$ cat src/rtl/keyed_wr_lock_pkg.sv
package keyed_wr_lock_pkg;
    typedef enum logic {
        ST_LOCKED = 1'b0,
        ST_OPEN   = 1'b1
    } lock_state_e;

    localparam int NUM_SINGLES = 5;
endpackage

$ cat src/rtl/klock_decode.sv
module klock_decode #(
    parameter int                   WADDR_W   = 10,
    parameter int                   TMR_WORDS = 8,
    parameter logic [WADDR_W-1:0]   KEY_WADDR = 10'h01F
) (
    input  logic [WADDR_W-1:0] waddr,
    output logic               is_prot,
    output logic               is_key_reg
);
    import keyed_wr_lock_pkg::*;

    localparam logic [WADDR_W-1:0] SINGLES [NUM_SINGLES] = '{
        WADDR_W'(12'h024 >> 2),
        WADDR_W'(12'h03C >> 2),
        KEY_WADDR,
        WADDR_W'(12'h228 >> 2),
        WADDR_W'(12'h22C >> 2)
    };

    logic [NUM_SINGLES-1:0] single_hit;

    for (genvar g = 0; g < NUM_SINGLES; g++) begin : g_single
        assign single_hit[g] = (waddr == SINGLES[g]);
    end

    always_comb begin
        is_key_reg = (waddr == KEY_WADDR);
        is_prot    = (waddr < WADDR_W'(TMR_WORDS)) || (|single_hit);
    end
endmodule

$ cat src/rtl/klock_fsm.sv
module klock_fsm (
    input  logic                           clk,
    input  logic                           rst,
    input  logic                           acc_vld,
    input  logic                           key_hit,
    output keyed_wr_lock_pkg::lock_state_e state_q,
    output logic                           is_open
);
    import keyed_wr_lock_pkg::*;

    lock_state_e state_d;

    always_ff @(posedge clk) begin
        if (rst) state_q <= ST_LOCKED;
        else     state_q <= state_d;
    end

    always_comb begin
        state_d = state_q;
        unique case (state_q)
            ST_LOCKED: if (acc_vld && key_hit)  state_d = ST_OPEN;
            ST_OPEN:   if (acc_vld && !key_hit) state_d = ST_LOCKED;
            default:   state_d = ST_LOCKED;
        endcase
    end

    always_comb begin
        is_open = (state_q == ST_OPEN);
    end
endmodule

$ cat src/rtl/klock_gate.sv
module klock_gate #(
    parameter int ADDR_W = 12,
    parameter int DATA_W = 32
) (
    input  logic              clk,
    input  logic              rst,
    input  logic              wr_vld,
    input  logic [ADDR_W-1:0] addr,
    input  logic [DATA_W-1:0] wdata,
    input  logic              is_prot,
    input  logic              is_key_reg,
    input  logic              key_ok,
    input  logic              is_open,
    output logic              cfg_we,
    output logic [ADDR_W-1:0] cfg_addr,
    output logic [DATA_W-1:0] cfg_wdata,
    output logic              wr_reject
);
    logic pass_d;
    logic drop_d;

    always_comb begin
        pass_d = 1'b0;
        drop_d = 1'b0;
        if (wr_vld) begin
            if (is_key_reg)   drop_d = !key_ok;
            else if (!is_prot) pass_d = 1'b1;
            else if (is_open)  pass_d = 1'b1;
            else               drop_d = 1'b1;
        end
    end

    always_ff @(posedge clk) begin
        if (rst) begin
            cfg_we    <= 1'b0;
            wr_reject <= 1'b0;
            cfg_addr  <= '0;
            cfg_wdata <= '0;
        end else begin
            cfg_we    <= pass_d;
            wr_reject <= drop_d;
            if (pass_d) begin
                cfg_addr  <= addr;
                cfg_wdata <= wdata;
            end
        end
    end
endmodule

$ cat src/rtl/keyed_wr_lock.sv
module keyed_wr_lock #(
    parameter int                ADDR_W    = 12,
    parameter int                DATA_W    = 32,
    parameter logic [ADDR_W-1:0] KEY_ADDR  = 12'h07C,
    parameter logic [DATA_W-1:0] KEY_VALUE = 32'h0000_00AA,
    parameter int                TMR_WORDS = 8
) (
    input  logic              clk,
    input  logic              rst,
    input  logic              bus_vld,
    input  logic              bus_wr,
    input  logic [ADDR_W-1:0] bus_addr,
    input  logic [DATA_W-1:0] bus_wdata,
    output logic              cfg_we,
    output logic [ADDR_W-1:0] cfg_addr,
    output logic [DATA_W-1:0] cfg_wdata,
    output logic              wr_reject
);
    import keyed_wr_lock_pkg::*;

    localparam int WADDR_W = ADDR_W - 2;

    logic        is_prot;
    logic        is_key_reg;
    logic        key_ok;
    logic        key_hit;
    logic        wr_vld;
    logic        is_open;
    lock_state_e lk_state;

    klock_decode #(
        .WADDR_W  (WADDR_W),
        .TMR_WORDS(TMR_WORDS),
        .KEY_WADDR(KEY_ADDR[ADDR_W-1:2])
    ) u_decode (
        .waddr     (bus_addr[ADDR_W-1:2]),
        .is_prot   (is_prot),
        .is_key_reg(is_key_reg)
    );

    assign wr_vld  = bus_vld && bus_wr;
    assign key_ok  = (bus_wdata == KEY_VALUE);
    assign key_hit = wr_vld && is_key_reg && key_ok;

    klock_fsm u_fsm (
        .clk    (clk),
        .rst    (rst),
        .acc_vld(bus_vld),
        .key_hit(key_hit),
        .state_q(lk_state),
        .is_open(is_open)
    );

    klock_gate #(
        .ADDR_W(ADDR_W),
        .DATA_W(DATA_W)
    ) u_gate (
        .clk       (clk),
        .rst       (rst),
        .wr_vld    (wr_vld),
        .addr      (bus_addr),
        .wdata     (bus_wdata),
        .is_prot   (is_prot),
        .is_key_reg(is_key_reg),
        .key_ok    (key_ok),
        .is_open   (is_open),
        .cfg_we    (cfg_we),
        .cfg_addr  (cfg_addr),
        .cfg_wdata (cfg_wdata),
        .wr_reject (wr_reject)
    );
endmodule

$ cat config.mk
export PLATFORM = sky130hd
export DESIGN_NAME = keyed_wr_lock
export DESIGN_NICKNAME = d
export VERILOG_FILES = /design/src/rtl/keyed_wr_lock_pkg.sv /design/src/rtl/klock_decode.sv /design/src/rtl/klock_fsm.sv /design/src/rtl/klock_gate.sv /design/src/rtl/keyed_wr_lock.sv
export SDC_FILE = /design/constraint.sdc
export NUM_CORES = 1
export LEC_CHECK = 0
export CAP_MARGIN = 10
export CELL_PAD_IN_SITES_DETAIL_PLACEMENT = 1
export CELL_PAD_IN_SITES_GLOBAL_PLACEMENT = 1
export CORE_ASPECT_RATIO = 0.9
export CORE_MARGIN = 2
export CORE_UTILIZATION = 34
export DETAILED_ROUTE_END_ITERATION = 16
export GPL_TIMING_DRIVEN = 0
export PLACE_DENSITY_LB_ADDON = 0.12
export REMOVE_ABC_BUFFERS = 1
export SLEW_MARGIN = 15
export SYNTH_ARGS = -nofsm -noshare
export SYNTH_HDL_FRONTEND = slang
export SYNTH_SLANG_ARGS = --single-unit
$ cat constraint.sdc
create_clock -name clk -period 3.8 [get_ports clk]
set_input_delay 0.76 -clock clk [delete_from_list [all_inputs] [get_ports clk]]
set_output_delay 0.76 -clock clk [all_outputs]
set_load 0.05 [all_outputs]
After elaboration in Yosys (flattened, before gate mapping)
Index checks and enable logic that the tools add are counted.
{ "word_totals": {"word_cells": 34, "input_bits": 48, "register_bits": 47} }
{ "op_classes": {"n_mux": 10, "eq_ne": 6, "n_bitwise": 2, "reduce_logical": 10, "magnitude_cmp": 1} }
{ "ops": {"columns": ["operator", "n"], "rows": [
  ["$eq A32 B8 Y1 const B", 1],
  ["$eq A10 B4 Y1 const B", 2],
  ["$eq A10 B8 Y1 const B", 2],
  ["$eq A10 B5 Y1 const B", 1],
  ["$lt A10 B4 Y1 const B", 1],
  ["$mux W1", 9],
  ["$logic_and A1 B1 Y1", 5],
  ["$reduce_or A5 Y1", 1],
  ["$logic_not A1 Y1", 2],
  ["$not A1 Y1", 2],
  ["$pmux W1 S2", 1],
  ["$reduce_or A2 Y1", 1],
  ["$logic_or A1 B1 Y1", 1]
]} }

Longest topological paths before layout
Gate-level depths: netlist (run 1).
{ "depth": {"ltp_word": 7, "mapped_depth": 6, "mapped_depth_nobuf": 5} }

Hierarchy
From an unflattened synthesis (run 1), not the netlist that was laid out.
{ "hier_totals": {"hier_cells": 229, "area_unflattened_um2": 2343.5} }
{ "modules_own_cells": {"columns": ["mod", "area_each_um2", "cells_per_inst", "instances", "seq_area_each_um2"], "rows": [
  ["klock_gate", 2100.8, 198, 1, 920.9],
  ["keyed_wr_lock", 118.9, 14, 1, 0.0],
  ["klock_decode", 82.6, 13, 1, 0.0],
  ["klock_fsm", 41.3, 4, 1, 20.0]
]} }

Worst setup path before layout (run 1)
No wires, ideal clock.
{ "synth_path": {"path_type": "input -> register", "from": "in bus_addr[10]", "to": "reg u_gate.cfg_addr[0]", "n_path_buf": 1, "stages": 6, "slack_ps": 1412, "arrival_ps": 2269, "path_cell_list": "or4_4 > or4_4 > nand3_2 > nor2_4 > buf_6 > mux2i_1"} }
{ "synth_via": {"elab_chain_cells": 6, "word_cells_on_any_way": 11, "cone_classes": "order compare (1); eq/ne (5); mux (3); reduce/logical (2)"} }
{ "synth_rtl": {"columns": ["item", "line_no", "text"], "rows": [
  ["start: declaration", "keyed_wr_lock.sv:12", "input logic [ADDR_W-1:0] bus_addr,"],
  ["parallel branches: the longest is 4 deep, another holds $lt A10 B4 Y1", null, null],
  ["$mux W1 *", "klock_gate.sv:26", "if (is_key_reg) drop_d = !key_ok;"],
  ["$mux W1 *", "klock_gate.sv:25", "if (wr_vld) begin"],
  ["end signal: assignment", "klock_gate.sv:43", "cfg_addr <= addr;"],
  ["end: declaration", "klock_gate.sv:15", "output logic [ADDR_W-1:0] cfg_addr,"]
]} }
Mark *: on every way between the ends.
A chain may end at the register's enable or synchronous reset.

Worst setup path after layout (run 1)
{ "layout_path": {"from": "in bus_addr[10]", "to": "reg u_gate.cfg_wdata[21]"} }
{ "layout_via": {"elab_chain_cells": 6, "word_cells_on_any_way": 11, "cone_classes": "order compare (1); eq/ne (5); mux (3); reduce/logical (2)"} }
{ "layout_rtl": {"columns": ["item", "line_no", "text"], "rows": [
  ["parallel branches: the longest is 4 deep, another holds $lt A10 B4 Y1", null, null],
  ["$mux W1 *", "klock_gate.sv:26", null],
  ["$mux W1 *", "klock_gate.sv:25", null],
  ["end signal: assignment", "klock_gate.sv:44", "cfg_wdata <= wdata;"],
  ["end: declaration", "klock_gate.sv:16", "output logic [DATA_W-1:0] cfg_wdata,"]
]} }
Marked as above.

==> results of run 1 <==
sequential cells by signal (all words and copies together) (netlist names), named ones only:
| name | count |
|---|---|
| u_gate.cfg_addr | 12 |
| u_gate.cfg_we | 1 |
| u_gate.wr_reject | 1 |
| u_gate.cfg_wdata | 32 |
per-layer routing:
| layer | wire [µm] | share of wire (%) | vias to the layer above | GRT usage, % |
|---|---|---|---|---|
| met5 | 0 | 0 | - | 0 |
| met4 | 79 | 1.4 | 0 | 5.82 |
| met1 | 2380 | 41 | 853 | 18.6 |
| met3 | 394 | 6.9 | 8 | 5.08 |
| met2 | 2900 | 50 | 50 | 27.4 |
| li1 | - | - | 928 | - |
area by class of cell:
cell class / count / area, µm²
multi-input cells: 161 / 1210
inverters: 2 / 7.51
repair buffers: 96 / 993
well taps: 90 / 113
fillers: 733 / 3110
clock buffers: 8 / 100
flip-flops and latches: 47 / 941
critical path, cell delays in order:
cell and delay, ns:
clkdlybuf4s50_1 0.43, or4_4 0.58, or4_4 0.52, nand3_2 0.13
nor2_4 0.12, buf_12 0.22, mux2i_1 0.13
power by group:
group          switching [W]  total, W  leakage (nW)  internal (W)
clock               0.000168  0.000334        0.0515      0.000166
combinational       0.000155  0.000286         0.767      0.000131
sequential         0.0000125  0.000529         0.384      0.000517
total               0.000336   0.00115          1.20      0.000814
worst max path at each step:
stage	endpoint	cells past startpoint
2_1_floorplan	u_gate.cfg_addr[0]	5
6_report	u_gate.cfg_wdata[21]	7
4_1_cts	u_gate.cfg_wdata[27]	7
3_3_place_gp	u_gate.cfg_addr[0]	6
5_1_grt	u_gate.cfg_wdata[18]	7
3_5_place_dp	u_gate.cfg_wdata[27]	7
cells in the final DEF (no fill, tap or decap):
master / instances
nor3_1: 1
nor2_4: 1
buf_16: 1
dfxtp_1: 47
nand4_1: 3
buf_12: 2
and2_1: 1
nor4bb_1: 2
nand3_2: 1
nor4_1: 7
nor2_1: 2
nor2b_1: 3
o21ai_0: 2
buf_2: 1
nand2b_1: 86
nand2_1: 1
a31oi_1: 1
a2111oi_4: 1
clkdlybuf4s50_1: 92
a211oi_1: 1
or4_4: 2
inv_1: 2
clkbuf_8: 7
clkbuf_1: 1
a22o_1: 1
mux2i_1: 44
o41ai_1: 1
cells by family after synthesis:
group | count (synthesis) | share of synthesized area, %
AND/OR/NAND/NOR | 110 | 31.4
flip-flops | 47 | 41.9
AO/OA/AOI/OAI | 7 | 3.06
buffers and inverters | 16 | 4.01
multiplexers | 44 | 19.6
metrics by stage:
stage | total power, W | setup WS, ns | util, % | instance area (µm²)
6_report | 0.00115 | 1.08 | 52.0 | 3370
5_1_grt | 0.00121 | 0.996 | 52.0 | 3370
4_1_cts | 0.00117 | 1.07 | 52.0 | 3370
3_5_place_dp | 0.000830 | 0.743 | 50.4 | 3270
3_3_place_gp | 0.000822 | 0.288 | 49.5 | 3210
2_1_floorplan | 0.000694 | 1.32 | - | 2160
==> impl_metrics.tcl, run 1 <==
set metrics [dict create \
    synth-edff-count 0 \
    grt-ovfl-total 0 \
    drv_cap 0 \
    routed_wirelength_um 5750 \
    io_pins 94 \
    outcome "completed" \
    portBuffers 93 \
    p_leak_nw 1.20 \
    cts_resized 0 \
    hp-class "flop to flop" \
    drt_iter0_drc 35 \
    hold_depth 2 \
    yosys_most_used_dff "dfxtp_1" \
    post_cts_buffers 0 \
    holdBufCountCts 0 \
    hold_path_startpoint "u_gate.cfg_wdata[30]" \
    synth_cells 224 \
    r2r_slack_ns 2.25 \
    cp.required_ns 3.99 \
    setup_tns_ns 0 \
    syn_area_um2 2250 \
    post-route-period-util_pct 71.5 \
    path_clk_slew_ns 0.09 \
    num_antenna_cells 0 \
    track_usage_pct 16.0 \
    fmax_ghz 0.368 \
    nets 361 \
    hold_end "u_gate.cfg_wdata[30]" \
    min_period_ns 2.72 \
    insertion_delay_ns 0.30 \
    async_flop_share_pct 0 \
    clk_path_buf_depth 2 \
    ant_nets 0 \
    dr.pass1.iters 4 \
    tritoncts "done" \
    instances_no_fill 404 \
    vias_per_cell 4.55 \
    core.rowCount 28 \
    ys_seq_area_share_pct 41.9 \
    grt_pass1_wl_um 8850 \
    die_h_um 81.1 \
    p_per_area_nw_per_um2 341 \
    vias 1839 \
    endpoint_kind "flop" \
    dieWidth_um 89.7 \
    holdWs_ns 0.474 \
    htree_levels 2 \
    rsz0062_at_grt "no" \
    rr_endpoint "u_gate.cfg_wdata[27]" \
    ir_drop_mv 0.144 \
    synthTopCellsByCount "86 x nand2b_1, 47 x dfxtp_1, 44 x mux2i_1" \
    drive_above_1_share_pct 5.10 \
    die_area_um2 7270 \
    synth.most_common_cell "nand2b_1" \
    synth-seq-cells 47 \
    skew_ns 0.00382 \
    drcViolationCount 0 \
    cts_root_buffer "clkbuf_8" \
    hpwl_um 4320 \
    setup_viol 0 \
    cts-buffers-inserted 5 \
    crit_start "bus_addr[10]" \
    maxSlewHeadroom_pct 60.6 \
    grt_antenna_before_repair 0 \
    area_growth_pct 50.0 \
    ys_top_cells_by_area "dfxtp_1 42%, nand2b_1 24%, mux2i_1 20%" \
    routabilityCongestion 0.742 \
    grt_pass1_vias 1903 \
    grt_max_degree 56 \
    reg2reg_depth 4 \
    finalHoldViolCount 0 \
    tightest_slew_ns 0.589 \
    clock-sinks 47 \
    dp.cells 396 \
    synth.avg_cell_area_um2 10.0 \
    routedWlPerCell_um 14.2 \
    ys_warn_count 0 \
    arrival_ns 2.91 \
    ys_types 23 \
    core_um2 6480 \
    start_util_pct 34.7 \
    path_max_fanout 19 \
    path_class "primary input to flop" \
    worst_setup_path_start_kind "primary input" \
    maxSlewViolCount 0 \
    yosysTopAreaCell "dfxtp_1" \
    synth_top_area_share_pct 41.9 \
]
No activity file was read; power rests on OpenSTA's default activity.
==> run 2, diff against run 1 <==
--- a/config.mk
+++ b/config.mk
@@ -10,7 +10,7 @@
 export CELL_PAD_IN_SITES_GLOBAL_PLACEMENT = 1
 export CORE_ASPECT_RATIO = 0.9
 export CORE_MARGIN = 2
-export CORE_UTILIZATION = 34
+export CORE_UTILIZATION = 31
 export DETAILED_ROUTE_END_ITERATION = 16
 export GPL_TIMING_DRIVEN = 0
 export PLACE_DENSITY_LB_ADDON = 0.12
==> constraint.sdc (replaced) <==
create_clock -name clk -period 2.74 [get_ports clk]
set_input_delay 0.548 -clock clk [delete_from_list [all_inputs] [get_ports clk]]
set_output_delay 0.548 -clock clk [all_outputs]
set_load 0.05 [all_outputs]
==> run 2 against run 1 <==
Compared with the run above:
- via count increased by 0.76%
- first-iteration DRC count decreased by 51%
- sequential share of layout area decreased by 0.18 points
- cell count increased by 0.74%
- design area increased by 0.63%
- critical path type unchanged
- sequential power increased by 39%
- largest power group unchanged
- clock skew increased by 0.0017 ns
- global-route usage decreased by 1.8 points
- largest cell class unchanged
- clock power increased by 60%
- hold slack about the same
- combinational power increased by 38%
- clock-buffer cell count decreased by 2
==> impl_metrics.tcl, run 2 (synthesis gave the netlist of run 1 again) <==
set metrics [dict create \
    outcome "completed" \
    met3WireLength_um 313 \
    nets 361 \
    cpMostUsedCell "or4_4" \
    endpoint_kind "flop" \
    post_cts_buffers 0 \
    tightest_slew_ns 0.719 \
    die_h_um 84.8 \
    grt_pass1_wl_um 8930 \
    start_util_pct 31.9 \
    maxSlewViolCount 0 \
    skew_ns 0.00549 \
    dieWidth_um 93.7 \
    m1WireLength_um 2610 \
    grt_max_degree 56 \
    cp_cell_sequence "clkdlybuf4s50_1 -> or4_4 -> or4_4 -> nand3_2 -> nor2_4 -> buf_12 -> mux2i_1" \
    max_stage_delay_ns 0.58 \
    area_growth_pct 51.0 \
    hp-class "flop to flop" \
    ant_nets 0 \
    cp.required_ns 2.92 \
    htree_levels 2 \
    die_area_um2 7940 \
    fmax_ghz 0.411 \
    clock-sinks 47 \
    dr.pass1.iters 4 \
    arrival_ns 2.62 \
    fill_cells 783 \
    crit_slowest_cell "or4_4" \
    clk_path_buf_depth 2 \
    grt_antenna_before_repair 0 \
    largest_reg_flops 32 \
    ir_drop_mv 0.349 \
    routed_wirelength_um 5590 \
    final_common_cell "clkdlybuf4s50_1" \
    routedWlPerCell_um 13.7 \
    largest_register "u_gate.cfg_wdata" \
    top_regs "u_gate.cfg_wdata (32), u_gate.cfg_addr (12)" \
    drv_cap 0 \
    grt_pass1_vias 1865 \
    core_um2 7040 \
    insertion_delay_ns 0.30 \
    cts-buffers-inserted 5 \
    highest_layer "met4" \
    grt-ovfl-total 0 \
    drt_iter0_drc 17 \
    maxSlewHeadroom_pct 52.1 \
    io_pins 94 \
    rsz0062_at_grt "no" \
    path_class "primary input to flop" \
    routabilityCongestion 0.696 \
    tritoncts "done" \
    post-route-period-util_pct 88.9 \
    path_max_fanout 21 \
    vias 1853 \
    p_leak_nw 1.21 \
    holdWs_ns 0.474 \
    drcViolationCount 0 \
    cts_resized 0 \
    worst_setup_path_start_kind "primary input" \
    setup_viol 0 \
    holdBufCountCts 0 \
    p_per_area_nw_per_um2 490 \
    final_cell_mix "92 x clkdlybuf4s50_1, 86 x nand2b_1, 47 x dfxtp_1, 44 x mux2i_1, 7 x nor4_1" \
    portBuffers 93 \
    min_period_ns 2.44 \
    finalHoldViolCount 0 \
    track_usage_pct 14.2 \
    core.rowCount 29 \
    drive_above_1_share_pct 5.41 \
    hpwl_um 4240 \
    wl_met2_um 2620 \
    post-route-util_pct 48.2 \
    path_clk_slew_ns 0.09 \
    vias_per_cell 4.55 \
    num_antenna_cells 0 \
    cts_root_buffer "clkbuf_8" \
]
## run 2: path summary, 6_finish.rpt
kind / startpoint / cells past startpoint / slack, ns / endpoint
worst max-delay path: bus_addr[10] / 7 / 0.30 / u_gate.cfg_wdata[13]
worst min-delay path: u_gate.cfg_wdata[16] / 2 / 0.47 / u_gate.cfg_wdata[16]
worst max register to register: flop / 4 / 1.35 / u_gate.cfg_wdata[13]
worst min register to register: u_gate.cfg_wdata[16] / 2 / 0.47 / u_gate.cfg_wdata[16]
## run 2: per-layer routing
metal	vias to the layer above	GRT usage [%]
met4	0	4.35
li1	930	-
met5	-	0
met2	46	22.9
met3	2	4.04
met1	875	18.3
## run 2: area by class of cell
type                            count  area, µm²  share of cell area (%)
Inverter                            2       7.51                   0.221
Timing Repair Buffer               96        993                    29.3
Clock buffer                        6       82.6                    2.44
Tap cell                           93        116                    3.43
Clock inverter                      2       35.0                    1.03
Multi-Input combinational cell    161       1210                    35.8
Sequential cell                    47        941                    27.7
## run 2: report_power, final
group / switching (W) / internal [W]
Sequential: 0.0000169 / 0.000717
Clock: 0.000237 / 0.000296
Combinational: 0.000215 / 0.000181
Total: 0.000469 / 0.00119
## run 2: critical path: cells and delay by family
family        cells  cell delay [ns]
mux               1             0.14
simple gates      4             1.30
buf+inv           2             0.62
## run 2: through the flow
stage	std cells	setup slack, ns	cell area [µm²]	setup TNS (ns)	total power, W
floorplan	210	0.469	2160	0	0.000963
global placement	396	-0.552	3210	-24.39	0.00114
detailed placement	399	-0.0264	3270	-0.172	0.00115
CTS	407	0.306	3390	0	0.00170
global route	407	0.249	3390	0	0.00175
finish	407	0.305	3390	0	0.00166
